[src/rtl/hall_tach_pkg.sv]
package hall_tach_pkg;
  typedef enum logic [1:0] {STEP_NONE, STEP_FWD, STEP_REV} step_e;

  localparam logic [2:0] POS_BAD = 3'd7;

  // Place of a sensor code on the forward ring, POS_BAD for 000/111.
  function automatic logic [2:0] hall_pos(input logic [2:0] h);
    logic [2:0] p;
    case (h)
      3'b101:  p = 3'd0;
      3'b100:  p = 3'd1;
      3'b110:  p = 3'd2;
      3'b010:  p = 3'd3;
      3'b011:  p = 3'd4;
      3'b001:  p = 3'd5;
      default: p = POS_BAD;
    endcase
    return p;
  endfunction

  // Classify a transition from code a to code b.
  function automatic step_e classify(input logic [2:0] a, input logic [2:0] b);
    logic [2:0] pa, pb, nxt, prv;
    step_e s;
    pa  = hall_pos(a);
    pb  = hall_pos(b);
    nxt = (pa == 3'd5) ? 3'd0 : pa + 3'd1;
    prv = (pa == 3'd0) ? 3'd5 : pa - 3'd1;
    if (pa == POS_BAD || pb == POS_BAD) s = STEP_NONE;
    else if (pb == nxt)                 s = STEP_FWD;
    else if (pb == prv)                 s = STEP_REV;
    else                                s = STEP_NONE;
    return s;
  endfunction
endpackage

[src/rtl/hall_edge_det.sv]
module hall_edge_det (
  input  logic       clk,
  input  logic       rst_n,
  input  logic [2:0] hall_i,
  output logic [2:0] hall_prev_o,
  output logic       edge_o
);
  logic prev_vld_q;

  always_ff @(posedge clk or negedge rst_n) begin
    if (!rst_n) begin
      hall_prev_o <= 3'b000;
      prev_vld_q  <= 1'b0;
    end else begin
      hall_prev_o <= hall_i;
      prev_vld_q  <= 1'b1;
    end
  end

  assign edge_o = prev_vld_q && (hall_i != hall_prev_o);
endmodule

[src/rtl/tach_oneshot.sv]
module tach_oneshot #(
  parameter int PULSE_W = 16
) (
  input  logic               clk,
  input  logic               rst_n,
  input  logic               trig_i,
  input  logic [PULSE_W-1:0] len_i,
  output logic               tach_o,
  output logic [PULSE_W-1:0] remain_o
);
  localparam logic [PULSE_W-1:0] ZERO = '0;
  localparam logic [PULSE_W-1:0] ONE  = {{(PULSE_W-1){1'b0}}, 1'b1};

  always_ff @(posedge clk or negedge rst_n) begin
    if (!rst_n) begin
      tach_o   <= 1'b0;
      remain_o <= ZERO;
    end else if (trig_i) begin
      tach_o   <= 1'b1;
      remain_o <= len_i;
    end else if (tach_o) begin
      if (remain_o == ZERO) tach_o <= 1'b0;
      else                  remain_o <= remain_o - ONE;
    end
  end
endmodule

[src/rtl/dir_tracker.sv]
module dir_tracker
  import hall_tach_pkg::*;
(
  input  logic       clk,
  input  logic       rst_n,
  input  logic [2:0] hall_prev_i,
  input  logic [2:0] hall_now_i,
  input  logic       edge_i,
  input  logic       cmd_i,
  output step_e      step_o,
  output logic       dir_o
);
  assign step_o = edge_i ? classify(hall_prev_i, hall_now_i) : STEP_NONE;

  always_ff @(posedge clk or negedge rst_n) begin
    if (!rst_n)                  dir_o <= 1'b0;
    else if (step_o == STEP_FWD) dir_o <= cmd_i;
    else if (step_o == STEP_REV) dir_o <= ~cmd_i;
  end
endmodule

[src/rtl/hall_tach_dir.sv]
module hall_tach_dir
  import hall_tach_pkg::*;
#(
  parameter int PULSE_W = 16
) (
  input  logic               clk,
  input  logic               rst_n,
  input  logic [2:0]         hall_i,
  input  logic [PULSE_W-1:0] pulse_len_i,
  input  logic               dir_cmd_i,
  output logic               tach_o,
  output logic               dir_o
);
  logic [2:0]         hall_prev_w;
  logic               edge_w;
  logic [PULSE_W-1:0] remain_w;
  step_e              step_w;
  logic               step_fwd;
  logic               step_rev;

  hall_edge_det u_edge (
    .clk(clk), .rst_n(rst_n), .hall_i(hall_i),
    .hall_prev_o(hall_prev_w), .edge_o(edge_w)
  );

  tach_oneshot #(.PULSE_W(PULSE_W)) u_shot (
    .clk(clk), .rst_n(rst_n), .trig_i(edge_w), .len_i(pulse_len_i),
    .tach_o(tach_o), .remain_o(remain_w)
  );

  dir_tracker u_dir (
    .clk(clk), .rst_n(rst_n), .hall_prev_i(hall_prev_w), .hall_now_i(hall_i),
    .edge_i(edge_w), .cmd_i(dir_cmd_i), .step_o(step_w), .dir_o(dir_o)
  );

  assign step_fwd = (step_w == STEP_FWD);
  assign step_rev = (step_w == STEP_REV);
endmodule

[config.mk]
export PLATFORM = sky130hd
export DESIGN_NAME = hall_tach_dir
export DESIGN_NICKNAME = d
export VERILOG_FILES = /design/src/rtl/hall_tach_pkg.sv /design/src/rtl/hall_edge_det.sv /design/src/rtl/tach_oneshot.sv /design/src/rtl/dir_tracker.sv /design/src/rtl/hall_tach_dir.sv
export SDC_FILE = /design/constraint.sdc
export NUM_CORES = 1
export LEC_CHECK = 0
export ABC_AREA = 1
export CAP_MARGIN = 25
export CORE_UTILIZATION = 35
export CTS_BUF_LIST = sky130_fd_sc_hd__clkbuf_16
export CTS_CLUSTER_SIZE = 30
export DETAILED_ROUTE_END_ITERATION = 6
export PLACE_DENSITY = 0.54
export SLEW_MARGIN = 25
export SYNTH_ARGS = -nofsm -noshare
export SYNTH_HDL_FRONTEND = slang
export SYNTH_SLANG_ARGS = --single-unit
[constraint.sdc]
create_clock -name clk -period 2.5 [get_ports clk]
set_input_delay 0.5 -clock clk [delete_from_list [all_inputs] [get_ports clk]]
set_output_delay 0.5 -clock clk [all_outputs]
set_load 0.02 [all_outputs]
==> results of run 1 <==
[state kept, by name (all words and copies together) (netlist names)]
name and count:
u_shot.remain_o 16, u_edge.hall_prev_o 3, u_dir.dir_o 1, u_edge.prev_vld_q 1, u_shot.tach_o 1
[synthesized netlist by cell type]
| cell type | instances |
|---|---|
| nor2_2 | 3 |
| inv_4 | 1 |
| buf_4 | 3 |
| nand4_1 | 2 |
| nand3_2 | 2 |
| o21bai_1 | 1 |
| o21ai_1 | 1 |
| or2_1 | 1 |
| nor2_1 | 34 |
| inv_1 | 23 |
| nand2_4 | 2 |
| nand2_1 | 113 |
| o21ai_0 | 10 |
| buf_6 | 2 |
| inv_2 | 2 |
| conb_1 | 1 |
| xnor2_1 | 4 |
| dfrtp_1 | 22 |
| ha_1 | 3 |
| a21oi_1 | 3 |
| or2_2 | 1 |
| xor2_1 | 6 |
| nand2_2 | 1 |
| nand3b_1 | 3 |
| o211ai_1 | 1 |
| nand3_1 | 17 |
[final cells by class]
class	instances	area share, %
multi-input cells	209	47.4
flip-flops and latches	22	27.0
repair buffers	26	12.4
inverters	26	4.91
clock buffers	3	3.68
well taps	52	3.19
clock inverters	1	1.47
[where the power goes]
group / internal (mW) / total (mW) / switching (mW)
sequential: 0.407 / 0.463 / 0.0562
combinational: 0.141 / 0.314 / 0.173
clock: 0.318 / 0.457 / 0.138
[metal layers]
layer | part of all wire (%) | wire [um] | vias to the layer above
met5 | 0 | 0 | -
met2 | 41 | 1550 | 28
met3 | 3.8 | 144 | 2
li1 | - | - | 857
met1 | 54 | 2030 | 681
met4 | 0.67 | 25 | 0
[stage by stage]
step	hold slack (ps)	setup WS, ps	power, mW	std cells	area (um^2)
after floorplan	204	621	0.678	262	1660
after global placement	469	106	0.783	335	1930
after detailed placement	471	34.7	0.785	335	1930
after CTS	486	315	1.25	339	2040
after global routing	530	88.6	1.32	339	2040
final	475	333	1.23	339	2040
[cell families (layout without fill, tap and decap cells)]
family | Yosys count | in the layout | share of synthesized area, %
compound gates | 16 | 16 | 5.12
xor+xnor | 10 | 10 | 5.27
fa+ha+maj | 3 | 3 | 2.26
buf+inv | 31 | 56 | 8.73
flops | 22 | 22 | 33.1
other cells | 1 | 1 | 0.226
simple gates | 179 | 179 | 45.3
[worst max-delay path by stage]
stage                                     start     endpoint  slack (ps)  cells after the start
after detailed placement              hall_i[1]  u_dir.dir_o          30                      9
final                                 hall_i[1]  u_dir.dir_o         330                      9
after floorplan           u_edge.hall_prev_o[0]  u_dir.dir_o         620                     14
after CTS                             hall_i[1]  u_dir.dir_o         310                      9
after global routing                  hall_i[1]  u_dir.dir_o          90                     12
after global placement                hall_i[1]  u_dir.dir_o         110                      9
[worst min-delay path: stages, from the launching register on]
cell and delay [ps]:
dfrtp_1 340, nand2_1 40, o21ai_0 60
==> run summary, run 1 <==
Initial antenna violation count = 0
Leak = 1.07 nW
Cell family with most CP delay = compound AO/OA/AOI/OAI gates
Total CTS buffers = 3
Crit path buf inv count = 2
CTS sink count = 22
Inserted Diodes = 0
Crit path max fanout = 4
Max stage delay on crit path = 470 ps
Status = complete, no violations
Ys Warns = 0
Hold_sp = u_dir.dir_o
Routed wire length = 3.74 mm
Post-synthesis sequential element count = 22
Vias in the first global route = 1,467
H-tree depth = 1
Power Density = 605 mW/mm^2
DRT iter0 DRCs = 65
Placer Congestion = 0.791
I/O pin count = 24
Most frequent cells in the layout = nand2_1, nor2_1, inv_1, clkdlybuf4s50_1, dfrtp_1
Mapped Area = 0.00166 mm^2
Filler cell count = 460
Share of layout cells above drive strength 1 = 6.62%
Grt total ovfl = 0
Worst path required time = 2680 ps
WHS Endpoint = u_dir.dir_o
Slew @ Worst Pin = 510 ps
Crit-path cells = clkdlybuf4s50_1, inv_1, o21ai_0, o21bai_1, nor2_2, nand4_1, ha_1, xor2_1, o21ai_0
Post-DRT Antenna Nets = 0
Largest net degree at the start of global routing = 23
Pins Over Slew Limit = 0
Clock slew at reported path FFs = 60 ps
Core footprint = 0.00444 mm^2
Synth area leaders = dfrtp_1, nand2_1, nor2_1
CP Class = input pin to flop
R2R depth = 14
Clk_skew = 2.52 ps
Synth-to-Final Area Change = 22.7%
Reg area = 551 um^2
First-pass GRT wire length = 6.73 mm
Crit. End Element = flop
Clk root buf = clkbuf_16
DRC viols = 0
Commonest non-fill, non-tap cell in the layout = nand2_1
Post-CTS Hold Buffers = 0
Sequential fraction of the synthesis area = 33.1%
HP Class = flop to flop
Site row count = 24
Vias per inst = 4.63
I/O Buffers = 23
DR WL/cell = 11.0 um
Syn_nets = 287
Worst Hold Depth = 2
Reg2reg start = u_edge.hall_prev_o[0]
# nets final = 313
Rel. slew slack = 65.6%
Insertion delay to the later sink of the worst-skew pair = 260 ps
Tmin final = 2170 ps
Post-DP HPWL = 2.78 mm
Worst R2R Setup Slack = 440 ps
Synth unique cells = 26
Met1 usage = 24.6%
Most used cell, CP = o21ai_0
Clock tree from TritonCTS = yes
Unrepaired setup endpoints after global routing = no
Die Area = 0.00503 mm^2
Die width = 70.9 um
Clk buf depth = 2
Post_cts resized = 0
Cells after synthesis = 262
Initial core utilization = 37.4%
Vias = 1,568
Period utilization = 86.7%
Synth Area per Inst = 6.34 um^2
Maximum operating frequency = 0.461 GHz
Slowest-stage cell, CP = clkdlybuf4s50_1
Multi-input gate area = 966 um^2
Top Usage Layer GRT = met2
Setup Buffers After CTS = 0
Die height = 70.9 um
Fraction of met2 tracks used by global routing = 25.9%
Worst setup SP type = input pin
FF-to-FF End = u_dir.dir_o
DR pass1 iterations = 6
M3 GR Usage = 3.70%
# setup viols final = 0
Maxcap violations = 0
Final Hold Viols = 0
Gr usage total = 17.0%
Critical Path AT = 2350 ps
Largest area contributor in the netlist = dfrtp_1
Top cell type's share of synthesized area = 33.1%
Max rail drop VDD = 284 uV
Core Util, Final = 45.9%
Fin Setup TNS = 0 ps
Power figures use the tool's default switching activity.
==> run 2, diff against run 1 <==
- TNS_END_PERCENT: not set -> 5
==> results of run 2 <==
Final layout, timing and power as in run 1 (identical DEF).
==> run 3, diff against run 2 <==
- REMOVE_ABC_BUFFERS: not set -> 1
- TNS_END_PERCENT: 5 -> not set
==> run 3 against run 2 <==
Sequential power about the same. Count of clock-buffer cells in the layout did not move. Sequential cell count stayed put. Cell count rose by 1.2%. Via count is 0.96% higher. Combinational power up 2%. Worst setup slack improved by 29 ps. Critical path depth up 2. Fmax grew 1.4%. Sequential share of layout area hardly changed. Clock power down 23%. Final area rose by 0.18%. Highest routed layer unchanged.
==> run summary, run 3 (synthesized netlist as in run 1, its figures left out) <==
Post_cts resized = 0 (unchanged)
Max reg flops = 16 (unchanged)
Tmin final = 2140 ps (-29.3 ps)
CTS sink count = 22 (unchanged)
Placed Cells = 339 (+1.2%)
DRT iter0 DRCs = 81 (+25%)
DR pass1 iterations = 6 (unchanged)
Crit. End Element = flop
Place WS = 77.9 ps (+43.2 ps)
Period utilization = 85.5% (-1.2 points)
Clk_skew = 4.14 ps (+1.61 ps)
Filler cell count = 492 (+7.0%)
Worst setup SP type = input pin
Initial core utilization = 37.4% (unchanged)
Post-CTS Hold Buffers = 0 (unchanged)
Clk buf depth = 2 (unchanged)
Critical Path AT = 2280 ps (-70 ps)
Gr usage total = 17.9% (+0.91 points)
Hold_sp = u_dir.dir_o
I/O pin count = 24 (unchanged)
# nets final = 317 (+1.3%)
Commonest non-fill, non-tap cell in the layout = nand2_1
Post-DRT Antenna Nets = 0 (unchanged)
Largest registers = u_shot.remain_o x16, u_edge.hall_prev_o x3
Core footprint = 0.00444 mm^2 (unchanged)
Crit path max fanout = 5 (+1)
HP Class = flop to flop
Pwr Total = 1.13 mW (-8.2%)
Routed wire length = 3.81 mm (+1.7%)
FF-to-FF End = u_dir.dir_o
Max rail drop VDD = 246 uV (-13%)
Vias = 1,583 (+0.96%)
Largest net degree at the start of global routing = 23 (unchanged)
Die height = 70.9 um (unchanged)
H-tree depth = 1 (unchanged)
Die width = 70.9 um (unchanged)
Slowest-stage cell, CP = clkdlybuf4s50_1
Reg2reg start = u_edge.hall_prev_o[0]
Placer Congestion = 0.836 (+5.7%)
R2R depth = 14 (unchanged)
Vias per inst = 4.62 (-0.22%)
Pins Over Slew Limit = 0 (unchanged)
Final instance area = 0.00204 mm^2 (+0.18%)
Inserted Diodes = 0 (unchanged)
Maximum operating frequency = 0.468 GHz (+1.4%)
Die Area = 0.00503 mm^2 (unchanged)
DRC viols = 0 (unchanged)
DR WL/cell = 11.1 um (+0.55%)
Total CTS buffers = 3 (unchanged)
Crit-path cells = clkdlybuf4s50_1, inv_1, o21ai_1, xnor2_1, nand3_1, inv_1, nand2_1, nor2_1, ha_1, nand2_1, o21ai_0
First-pass GRT wire length = 7.07 mm (+4.9%)
Grt total ovfl = 0 (unchanged)
Crit path buf inv count = 3 (+1)
Core Util, Final = 46.0% (+0.084 points)
Status = complete, no violations
Max stage delay on crit path = 530 ps (+60 ps)
Final WS setup = 362 ps (+29.3 ps)
Final hold slack = 494 ps (+19.5 ps)
Synth-to-Final Area Change = 23.0%
Leak = 1.07 nW (+0.57%)
WHS Endpoint = u_dir.dir_o
Worst Hold Depth = 2 (unchanged)
Clk root buf = clkbuf_16
Share of layout cells above drive strength 1 = 7.56% (+0.94 points)
Insertion delay to the later sink of the worst-skew pair = 260 ps (about the same)
# setup viols final = 0 (unchanged)
I/O Buffers = 23 (unchanged)
Power Density = 554 mW/mm^2 (-8.4%)
Placement-stage cell area = 0.00196 mm^2 (+1.6%)
Site row count = 24 (unchanged)
Clock tree from TritonCTS = yes
Worst R2R Setup Slack = 390 ps (-50 ps)
Vias in the first global route = 1,569 (+7.0%)
Maxcap violations = 0 (unchanged)
Fin cells = 343 (+1.2%)
Unrepaired setup endpoints after global routing = no
CP Class = input pin to flop
Biggest register = u_shot.remain_o
Clock slew at reported path FFs = 60 ps (about the same)
Fin Setup TNS = 0 ps (unchanged)
Worst path required time = 2640 ps (-40 ps)
Cell family with most CP delay = buffers and inverters
Final Hold Viols = 0 (unchanged)
Setup Buffers After CTS = 0 (unchanged)
Initial antenna violation count = 0 (unchanged)
Post-DP HPWL = 2.87 mm (+3.4%)
Most frequent cells in the layout = nand2_1, nor2_1, inv_1, clkdlybuf4s50_1, dfrtp_1
[run 3: layer usage]
metal / track usage [%] / share of wire [%] / vias up
met5: 0 / 0 / -
met4: 4.00 / 0.97 / 0
met3: 3.70 / 3.9 / 5
met2: 29.4 / 43 / 28
met1: 24.3 / 52 / 682
li1: - / - / 868
[run 3: layout make-up]
type	count	area [um^2]	area share (%)
Multi-Input combinational cell	209	966	47.3
Sequential cell	22	551	26.9
Timing Repair Buffer	30	283	13.8
Inverter	26	100	4.90
Clock buffer	3	75.1	3.67
Tap cell	52	65.1	3.18
Clock inverter	1	3.75	0.184
[run 3: worst max path at each step]
| stage | startpoint | end | cells past startpoint |
|---|---|---|---|
| floorplan | u_edge.hall_prev_o[0] | u_dir.dir_o | 14 |
| global placement | hall_i[0] | u_dir.dir_o | 11 |
| detailed placement | hall_i[0] | u_dir.dir_o | 11 |
| CTS | hall_i[0] | u_dir.dir_o | 11 |
| global route | hall_i[1] | u_dir.dir_o | 11 |
| finish | hall_i[0] | u_dir.dir_o | 11 |
[run 3: where the power goes]
group	internal (mW)	switching (mW)	leakage, nW	total [mW]
registers	0.407	0.0563	0.260	0.463
clock network	0.214	0.136	0.0385	0.350
logic	0.145	0.174	0.776	0.320
total	0.766	0.366	1.07	1.13
[run 3: tightest hold or removal path, delay by kind of cell (launching register included)]
| family | cells | cell delay [ps] |
|---|---|---|
| AOI/OAI and AO/OA | 1 | 60 |
| and+or+nand+nor | 1 | 50 |
| DFF | 1 | 340 |
